$ cat src/rtl/mdio_pkg.sv
package mdio_pkg;
  localparam logic [1:0] ST_CODE = 2'b01;
  localparam logic [1:0] OP_RD   = 2'b10;
  localparam logic [1:0] OP_WR   = 2'b01;
  localparam logic [1:0] TA_WR   = 2'b10;
  localparam int ADDR_W = 5;
  localparam int DATA_W = 16;
  // start + opcode + two addresses
  localparam int HDR_W  = 4 + 2 * ADDR_W;
  // turnaround + data
  localparam int BODY_W = 2 + DATA_W;

  typedef enum logic [1:0] {PH_IDLE, PH_LOW, PH_HIGH, PH_TAIL} phase_e;
endpackage

$ cat src/rtl/mdio_tick_gen.sv
module mdio_tick_gen #(
  parameter int HALF_DIV = 20
) (
  input  logic clk_i,
  input  logic rst_ni,
  input  logic run_i,
  output logic first_o,
  output logic last_o
);
  localparam int CW = $clog2(HALF_DIV + 1);
  localparam logic [CW-1:0] LAST = CW'(HALF_DIV - 1);

  logic [CW-1:0] cnt_q;

  always_ff @(posedge clk_i or negedge rst_ni) begin
    if (!rst_ni)                     cnt_q <= '0;
    else if (!run_i || cnt_q == LAST) cnt_q <= '0;
    else                              cnt_q <= cnt_q + 1'b1;
  end

  assign first_o = run_i && (cnt_q == '0);
  assign last_o  = run_i && (cnt_q == LAST);
endmodule

$ cat src/rtl/mdio_frame_seq.sv
module mdio_frame_seq
  import mdio_pkg::*;
#(
  parameter int PRE_LEN = 32,
  parameter int FRAME_W = PRE_LEN + HDR_W + BODY_W,
  parameter int BIT_W   = $clog2(FRAME_W)
) (
  input  logic               clk_i,
  input  logic               rst_ni,
  input  logic               start_i,
  input  logic               rd_i,
  input  logic [FRAME_W-1:0] frame_i,
  input  logic               tick_first_i,
  input  logic               tick_last_i,
  output logic               run_o,
  output logic               mdc_o,
  output logic               mdo_o,
  output logic               mdoe_o,
  output logic               busy_o,
  output logic [BIT_W-1:0]   bit_idx_o,
  output logic               sample_o,
  output logic               finish_o
);
  localparam logic [BIT_W-1:0] REL_IDX  = BIT_W'(PRE_LEN + HDR_W);
  localparam logic [BIT_W-1:0] LAST_IDX = BIT_W'(FRAME_W - 1);

  phase_e             phase_q;
  logic [FRAME_W-1:0] shift_q;
  logic [BIT_W-1:0]   bit_q;
  logic               rd_q;
  logic               drive_nxt;

  // host releases the line from the first turnaround slot of a read
  assign drive_nxt = !(rd_q && (bit_q >= REL_IDX));

  always_ff @(posedge clk_i or negedge rst_ni) begin
    if (!rst_ni) begin
      phase_q <= PH_IDLE;
      shift_q <= '0;
      bit_q   <= '0;
      rd_q    <= 1'b0;
      mdc_o   <= 1'b0;
      mdo_o   <= 1'b1;
      mdoe_o  <= 1'b1;
      busy_o  <= 1'b0;
    end else begin
      unique case (phase_q)
        PH_IDLE: begin
          if (start_i) begin
            phase_q <= PH_LOW;
            shift_q <= frame_i;
            bit_q   <= '0;
            rd_q    <= rd_i;
            busy_o  <= 1'b1;
          end
        end
        PH_LOW: begin
          // one clock after the falling edge: safe to move data/direction
          if (tick_first_i) begin
            mdoe_o <= drive_nxt;
            mdo_o  <= drive_nxt ? shift_q[FRAME_W-1] : 1'b1;
          end
          if (tick_last_i) begin
            mdc_o   <= 1'b1;
            phase_q <= PH_HIGH;
          end
        end
        PH_HIGH: begin
          if (tick_last_i) begin
            mdc_o   <= 1'b0;
            shift_q <= {shift_q[FRAME_W-2:0], 1'b0};
            if (bit_q == LAST_IDX) begin
              phase_q <= PH_TAIL;
            end else begin
              bit_q   <= bit_q + 1'b1;
              phase_q <= PH_LOW;
            end
          end
        end
        PH_TAIL: begin
          if (tick_first_i) begin
            mdoe_o <= 1'b1;
            mdo_o  <= 1'b1;
          end
          if (tick_last_i) begin
            phase_q <= PH_IDLE;
            busy_o  <= 1'b0;
          end
        end
        default: phase_q <= PH_IDLE;
      endcase
    end
  end

  assign run_o     = (phase_q != PH_IDLE);
  assign bit_idx_o = bit_q;
  assign sample_o  = (phase_q == PH_LOW) && tick_last_i && rd_q;
  assign finish_o  = (phase_q == PH_TAIL) && tick_last_i;
endmodule

$ cat src/rtl/mdio_rx_capture.sv
module mdio_rx_capture
  import mdio_pkg::*;
#(
  parameter int REL_POS = 46,
  parameter int BIT_W   = 6
) (
  input  logic              clk_i,
  input  logic              rst_ni,
  input  logic              clear_i,
  input  logic              sample_i,
  input  logic [BIT_W-1:0]  bit_idx_i,
  input  logic              mdi_i,
  input  logic              finish_i,
  output logic [DATA_W-1:0] rdata_o,
  output logic              err_o,
  output logic              done_o
);
  // second turnaround slot carries the presence check
  localparam logic [BIT_W-1:0] ERR_IDX = BIT_W'(REL_POS + 1);
  localparam logic [BIT_W-1:0] DAT_IDX = BIT_W'(REL_POS + 2);

  logic              err_q;
  logic [DATA_W-1:0] dat_q;

  always_ff @(posedge clk_i or negedge rst_ni) begin
    if (!rst_ni) begin
      err_q <= 1'b0;
      dat_q <= '0;
    end else if (clear_i) begin
      err_q <= 1'b0;
      dat_q <= '0;
    end else if (sample_i) begin
      if (bit_idx_i == ERR_IDX)      err_q <= mdi_i;
      else if (bit_idx_i >= DAT_IDX) dat_q <= {dat_q[DATA_W-2:0], mdi_i};
    end
  end

  always_ff @(posedge clk_i or negedge rst_ni) begin
    if (!rst_ni) begin
      rdata_o <= '0;
      err_o   <= 1'b0;
      done_o  <= 1'b0;
    end else begin
      done_o <= finish_i;
      if (finish_i) begin
        rdata_o <= err_q ? '0 : dat_q;
        err_o   <= err_q;
      end
    end
  end
endmodule

$ cat src/rtl/mdio_master.sv
module mdio_master
  import mdio_pkg::*;
#(
  parameter int HALF_DIV = 20,
  parameter int PRE_LEN  = 32
) (
  input  logic              clk_i,
  input  logic              rst_ni,
  input  logic              req_valid_i,
  input  logic              req_read_i,
  input  logic [ADDR_W-1:0] req_phy_i,
  input  logic [ADDR_W-1:0] req_reg_i,
  input  logic [DATA_W-1:0] req_wdata_i,
  output logic              busy_o,
  output logic              done_o,
  output logic [DATA_W-1:0] rdata_o,
  output logic              err_o,
  output logic              mdc_o,
  output logic              mdo_o,
  output logic              mdoe_o,
  input  logic              mdi_i
);
  localparam int FRAME_W = PRE_LEN + HDR_W + BODY_W;
  localparam int BIT_W   = $clog2(FRAME_W);

  logic               start;
  logic               run;
  logic               t_first, t_last;
  logic               sample, finish;
  logic [BIT_W-1:0]   bit_idx;
  logic [FRAME_W-1:0] frame;

  assign start = req_valid_i && !busy_o;

  always_comb begin
    if (req_read_i)
      frame = {{PRE_LEN{1'b1}}, ST_CODE, OP_RD, req_phy_i, req_reg_i, {BODY_W{1'b1}}};
    else
      frame = {{PRE_LEN{1'b1}}, ST_CODE, OP_WR, req_phy_i, req_reg_i, TA_WR, req_wdata_i};
  end

  mdio_tick_gen #(.HALF_DIV(HALF_DIV)) u_tick (
    .clk_i   (clk_i),
    .rst_ni  (rst_ni),
    .run_i   (run),
    .first_o (t_first),
    .last_o  (t_last)
  );

  mdio_frame_seq #(.PRE_LEN(PRE_LEN), .FRAME_W(FRAME_W), .BIT_W(BIT_W)) u_seq (
    .clk_i        (clk_i),
    .rst_ni       (rst_ni),
    .start_i      (start),
    .rd_i         (req_read_i),
    .frame_i      (frame),
    .tick_first_i (t_first),
    .tick_last_i  (t_last),
    .run_o        (run),
    .mdc_o        (mdc_o),
    .mdo_o        (mdo_o),
    .mdoe_o       (mdoe_o),
    .busy_o       (busy_o),
    .bit_idx_o    (bit_idx),
    .sample_o     (sample),
    .finish_o     (finish)
  );

  mdio_rx_capture #(.REL_POS(PRE_LEN + HDR_W), .BIT_W(BIT_W)) u_rx (
    .clk_i     (clk_i),
    .rst_ni    (rst_ni),
    .clear_i   (start),
    .sample_i  (sample),
    .bit_idx_i (bit_idx),
    .mdi_i     (mdi_i),
    .finish_i  (finish),
    .rdata_o   (rdata_o),
    .err_o     (err_o),
    .done_o    (done_o)
  );
endmodule

$ cat config.mk
export PLATFORM = sky130hd
export DESIGN_NAME = mdio_master
export DESIGN_NICKNAME = d
export VERILOG_FILES = /design/src/rtl/mdio_pkg.sv /design/src/rtl/mdio_tick_gen.sv /design/src/rtl/mdio_frame_seq.sv /design/src/rtl/mdio_rx_capture.sv /design/src/rtl/mdio_master.sv
export SDC_FILE = /design/constraint.sdc
export NUM_CORES = 1
export LEC_CHECK = 0
export BUFFER_PORTS_ARGS = -buffer_cell sky130_fd_sc_hd__buf_4
export CELL_PAD_IN_SITES_DETAIL_PLACEMENT = 1
export CELL_PAD_IN_SITES_GLOBAL_PLACEMENT = 1
export CORE_MARGIN = 5
export CORE_UTILIZATION = 46
export CTS_CLUSTER_DIAMETER = 80
export DETAILED_ROUTE_END_ITERATION = 6
export PLACE_DENSITY = 0.86
export REMOVE_ABC_BUFFERS = 1
export SETUP_SLACK_MARGIN = 0.4
export SYNTH_ARGS = -nofsm -noshare
export SYNTH_HDL_FRONTEND = slang
export SYNTH_HIERARCHICAL = 1
export SYNTH_SLANG_ARGS = --single-unit
$ cat constraint.sdc
create_clock -name clk_i -period 2.92 [get_ports clk_i]
set_input_delay 0.292 -clock clk_i [delete_from_list [all_inputs] [get_ports clk_i]]
set_output_delay 0.292 -clock clk_i [all_outputs]
set_load 0.05 [all_outputs]
Word-level counts from Yosys, hierarchy flattened
Cells that the tools add are included.
{ "word_totals": {"elab_cells": 96, "output_inout_bits": 22, "reg_bits": 117, "input_bits": 31} }
{ "op_classes": {"n_mux": 34, "eq_ne": 14, "n_addsub": 2, "n_lt_le_gt_ge": 2, "n_reduce_logical": 30} }
{ "ops": {"columns": ["operator", "n"], "rows": [
  ["$mux W64", 2],
  ["$pmux W64 S2", 1],
  ["$mux W16", 5],
  ["$mux W30", 1],
  ["$mux W6", 3],
  ["$reduce_bool A2 Y1", 8],
  ["$reduce_and A3 Y1", 5],
  ["$eq A6 B6 Y1 const B", 2],
  ["$ge A6 B6 Y1 const B", 2],
  ["$pmux W6 S2", 1],
  ["$mux W1", 10],
  ["$mux W2", 5],
  ["$ne A2 B2 Y1 const B", 5],
  ["$pmux W1 S2", 4],
  ["$pmux W2 S4", 1],
  ["$reduce_and A4 Y1", 2],
  ["$logic_and A1 B1 Y1", 7],
  ["$add A6 B1 Y6 const B", 1],
  ["$ne A2 B1 Y1 const B", 3],
  ["$add A5 B1 Y5 const B", 1],
  ["$eq A5 B5 Y1 const B", 1],
  ["$logic_not A5 Y1", 1],
  ["$mux W5", 1],
  ["$eq A2 B2 Y1 const B", 2],
  ["5 further kinds", 8]
]} }

Depth between registers and ports, before layout
{ "logic_depth": {"depth_word": 6, "depth_mapped": 12, "mapped_depth_nobuf": 9} }

Cells and area by module
The synthesis kept the hierarchy.
{ "modules_own_cells": {"columns": ["mod", "instances", "area_each_um2", "seq_area_each_um2", "cells_each"], "rows": [
  ["mdio_frame_seq", 1, 3619.7, 1929.4, 355],
  ["mdio_rx_capture", 1, 1432.6, 875.8, 148],
  ["mdio_tick_gen", 1, 281.5, 125.1, 30],
  ["mdio_master", 1, 128.9, 0.0, 21]
]} }

Worst setup path before layout
No wires, ideal clock.
{ "synth_path": {"path_kind": "register -> register", "startpoint": "reg u_seq.phase_q[0]", "endpoint": "reg u_rx.err_q", "setup_slack_ns": 0.845, "path_stages_with_launch": 11, "period_less_slack_ns": 2.075, "t_arrival_ns": 1.998, "path_cell_list": "dfrtp_1 -> buf_2 -> nor2_1 -> inv_1 -> nand2_1 -> nor2_1 -> nand2_1 -> nor3b_1 -> nand2_1 -> or4b_1 -> a21oi_1"} }
{ "synth_between": {"elab_chain_len": 6, "elab_cells_between_ends": 7, "cone_classes": "1 x eq/ne; 6 x reduce/logical"} }
{ "synth_rtl": {"columns": ["item", "line", "rtl"], "rows": [
  ["from (decl)", "mdio_frame_seq.sv:27", "phase_e phase_q;"],
  ["from (signal assigned)", "mdio_frame_seq.sv:38", "phase_q <= PH_IDLE;"],
  ["from (signal assigned)", "mdio_frame_seq.sv:50", "phase_q <= PH_LOW;"],
  ["from (signal assigned)", "mdio_frame_seq.sv:65", "phase_q <= PH_HIGH;"],
  ["$reduce_bool A2 Y1", "mdio_frame_seq.sv:95", "assign run_o = (phase_q != PH_IDLE);"],
  ["via run", "mdio_master.sv:27", "logic run;"],
  ["$logic_and A1 B1 Y1", "mdio_tick_gen.sv:22", "assign last_o = run_i && (cnt_q == LAST);"],
  ["via t_last", "mdio_master.sv:28", "logic t_first, t_last;"],
  ["$logic_and A1 B1 Y1 (2 in series)", "mdio_frame_seq.sv:97", "assign sample_o = (phase_q == PH_LOW) && tick_last_i && rd_q;"],
  ["via sample", "mdio_master.sv:29", "logic sample, finish;"],
  ["$reduce_bool A2 Y1 (no source line)", null, null],
  ["$reduce_and A2 Y1 (no source line)", null, null],
  ["to (signal assigned)", "mdio_rx_capture.sv:33", "if (bit_idx_i == ERR_IDX) err_q <= mdi_i;"],
  ["to (decl)", "mdio_rx_capture.sv:22", "logic err_q;"]
]} }
The timed path passes the listed nets, and every way through them passes these cells.
A chain may end at the register's enable or synchronous reset.

Worst setup path after layout
{ "layout_path": {"startpoint": "reg u_seq.phase_q[1]", "endpoint": "reg u_rx.err_q"} }
Same word-level chain as after synthesis.

==> impl_metrics.yaml <==
routing:
  drc: 0
  drtIter0Drc: 296
  wl_um: 13400
  ant_nets: 0
  via_count: 4258
  post_drt_wl_per_cell_um: 16.8
  vias_per_cell: 5.36
  dr.pass1.iters: 4
timing:
  fmax_mhz: 434
  fin_crit_ns: 2.31
  tightest_slew_ns: 0.846
  finalSetupViolations: 0
  maxSlewHeadroom_pct: 43.2
  fin_crit_sh_pct: 79.0
  final-hold-violation-count: 0
  slew_violations: 0
  fin_skew_ns: 0.00419
  rsz0062_at_grt: "false"
global_route:
  antenna_found_initial: 0
  grt-ovfl-total: 0
  grt_max_degree: 79
  grt_use_total_pct: 19.4
  grt_pass1_vias: 4675
  grt_pass1_wl_um: 22300
floorplanning:
  die_height_um: 119
  rows: 39
  floorplan.initialDensity_pct: 47.4
  design.core.area_mm2: 0.0115
  die_w_um: 119
  dieArea_mm2: 0.0142
  io_pins: 53
worst_setup_path:
  endpoint: "u_rx/err_q$_DFFE_PN0P_"
  path_class: "register to register"
  required_ns: 3.25
  r2r_slack_ns: 0.61
  crit_path_frequent_cell: "nand2_1"
  rr_startpoint: "u_seq/phase_q[1]$_DFFE_PN0P_"
  r2r-end: "u_rx/err_q$_DFFE_PN0P_"
  crit_path_start_kind: "register"
  cp_slowest_cell: "or4b_1"
  crit_path_max_fanout: 7
  slowest_delay_ns: 0.53
  cp-end-kind: "register"
  path_cells: "nor2_1 -> inv_1 -> nand2_1 -> nor2_2 -> nand2_1 -> nor3b_2 -> nand2_1 -> or4b_1 -> a21oi_1"
  cp.arrival_ns: 2.64
  r2r_cells: 9
  crit_start: "u_seq/phase_q[1]$_DFFE_PN0P_"
placed_design:
  gp_congestion: 0.792
  port_buffers: 52
  dp_hpwl_um: 8080
  place_area_mm2: 0.00608
cts:
  cts_buffers: 17
  cts.sinks: 117
  clkTransAtPathRegs_ns: 0.05
  clock_latency_ns: 0.41
  root_buffer: "clkbuf_16"
  cts_max_level: 4
  cts_tree: "built"
  clockBufferDepth: 2
synth:
  async_flop_share_pct: 100
  syn-cell-area_mm2: 0.00546
  synth_top_area_cell: "dfrtp_1"
  ys_top_cells_by_area: "dfrtp_1 53%, mux2i_1 12%, o21ai_0 8.1%"
  synthCells: 554
  synth_top_flop_cell: "dfrtp_1"
  synth_top_area_share_pct: 52.7
  synth_edf_count: 0
  synth.ff_latch_count: 117
  ys_seq_area_share_pct: 53.6
  synth.avg_cell_area_um2: 9.86
  yosysWarnings: 6
  synth.distinct_cells: 46
finish:
  fillers: 1283
  diodes: 0
  design_area_mm2: 0.00674
  drive_gt1_share_pct: 17.2
  fin_util_pct: 58.5
  area_growth_pct: 23.3
  nNetsFinal: 675
power_and_ir_drop:
  total_leakage_power_nw: 3.51
  worst_ir_drop_vdd_mv: 0.337
  p_per_area_mw_per_mm2: 564
min_path:
  hold_start: "mdi_i"
  holdCritPathClass: "primary input to register"
outcome:
  status: "finished, final reports clean"
job:
  max-cap-violations: 0
routing by layer:
layer / GRT usage [%] / vias up / share of wire (%)
met5: 0 / - / 0
met4: 6.52 / 0 / 1.9
met3: 5.45 / 21 / 3.7
met2: 34.1 / 82 / 53
met1: 22.9 / 2141 / 41
li1: - / 2014 / -
flip-flops by register name (all words and copies together) (netlist names):
name,cells
u_seq/phase_q,2
u_rx/err_q,1
u_seq/busy_o,1
u_rx/err_o,1
u_seq/mdo_o,1
u_rx/rdata_o,16
u_rx/done_o,1
u_seq/rd_q,1
u_seq/mdoe_o,1
u_seq/shift_q,64
u_tick/cnt_q,5
u_rx/dat_q,16
u_seq/mdc_o,1
u_seq/bit_idx_o,6
metrics by stage:
step / TNS [ns] / instances / hold WS, ns / setup slack [ns] / total power, mW
6_report: 0 / 795 / 0.148 / 0.614 / 3.80
5_1_grt: 0 / 795 / 0.156 / 0.454 / 3.96
4_1_cts: 0 / 787 / 0.131 / 0.397 / 3.84
3_5_place_dp: 0 / 755 / 0.388 / 0.371 / 1.80
3_3_place_gp: 0 / 755 / 0.381 / 0.526 / 1.79
2_1_floorplan: -35.72 / 551 / -0.00359 / -1.05 / 1.72
synth_stat cells (2+ instances only):
cell,n
nor2b_1,4
buf_6,3
dfrtp_1,115
nand4_1,3
o31ai_1,5
dfstp_2,2
or2_1,16
nor3b_1,2
nand2b_1,2
nor2_1,7
and2_1,3
a21oi_1,23
clkbuf_1,15
nand3b_1,17
or4_1,2
buf_4,4
conb_1,2
ha_1,4
nor3_1,2
buf_2,12
o21ai_1,2
nand2_1,108
o21ai_0,88
inv_1,26
mux2i_1,64
nand3_1,3
logic make-up after synthesis:
kind of cell               synth area share (%)
and+or+nand+nor                            15.3
AOI/OAI and AO/OA                          12.7
DFF                                        53.6
muxes                                      11.9
buffers and inverters                      5.24
adders and majority gates                 0.916
other                                     0.137
xor gates and xnor gates                  0.160
critical path: cells and delay by family, from the launching register on:
family	cells	cell delay (ns)
and+or+nand+nor	7	1.50
DFF	1	0.42
AOI/OAI and AO/OA	1	0.16
buffers and inverters	1	0.15
worst min path at each step:
stage / end / slack [ns] / depth (start not counted)
final: u_rx/dat_q[0]$_DFFE_PN0P_ / 0.15 / 3
after global routing: u_rx/dat_q[0]$_DFFE_PN0P_ / 0.16 / 3
after CTS: u_rx/dat_q[0]$_DFFE_PN0P_ / 0.13 / 3
after detailed placement: u_tick/cnt_q[4]$_DFF_PN0_ / 0.39 / 1
after global placement: u_tick/cnt_q[3]$_DFF_PN0_ / 0.38 / 1
after floorplan: u_rx/dat_q[0]$_DFFE_PN0P_ / -0.004 / 0
layout make-up:
cell class | instances | area [µm²] | area share [%]
repair buffers | 68 | 538 | 7.99
multi-input cells | 410 | 2410 | 35.8
inverters | 26 | 97.6 | 1.45
clock inverters | 10 | 105 | 1.56
flip-flops and latches | 117 | 2930 | 43.5
clock buffers | 21 | 470 | 6.98
well taps | 143 | 179 | 2.66
power breakdown:
part | leakage (nW) | switching, mW | internal, mW
sequential | 1.55 | 0.0128 | 1.64
clock | 0.284 | 0.720 | 1.31
combinational | 1.67 | 0.0697 | 0.0591
repair_timing:
item | in CTS | in global routing
cloned | 0 | 2
gates resized for setup | 2 | 3
pin swaps | 0 | 1
setup endpoints to repair | 5 | 23
setup buffers | 0 | 6
endpoints found under the hold margin | 49 | 0
hold buffers | 1 | 0
cell usage in the layout (no fill, tap or decap), types with 3 or more instances in the layout:
cell type	synthesis	routed
o31ai_1	5	5
nand3b_1	17	17
buf_4	4	65
o21ai_0	88	88
nor2_1	7	5
and2_1	3	3
nand2_1	108	107
dfrtp_1	115	113
nand4_1	3	3
or2_1	16	16
mux2i_1	64	64
ha_1	4	4
conb_1	2	35
nor2b_1	4	4
clkinv_2	0	6
clkbuf_16	0	17
inv_1	26	26
nand3_1	3	3
clkbuf_8	0	3
a21oi_1	23	23
Note: power is estimated with default switching activity, not from simulation.
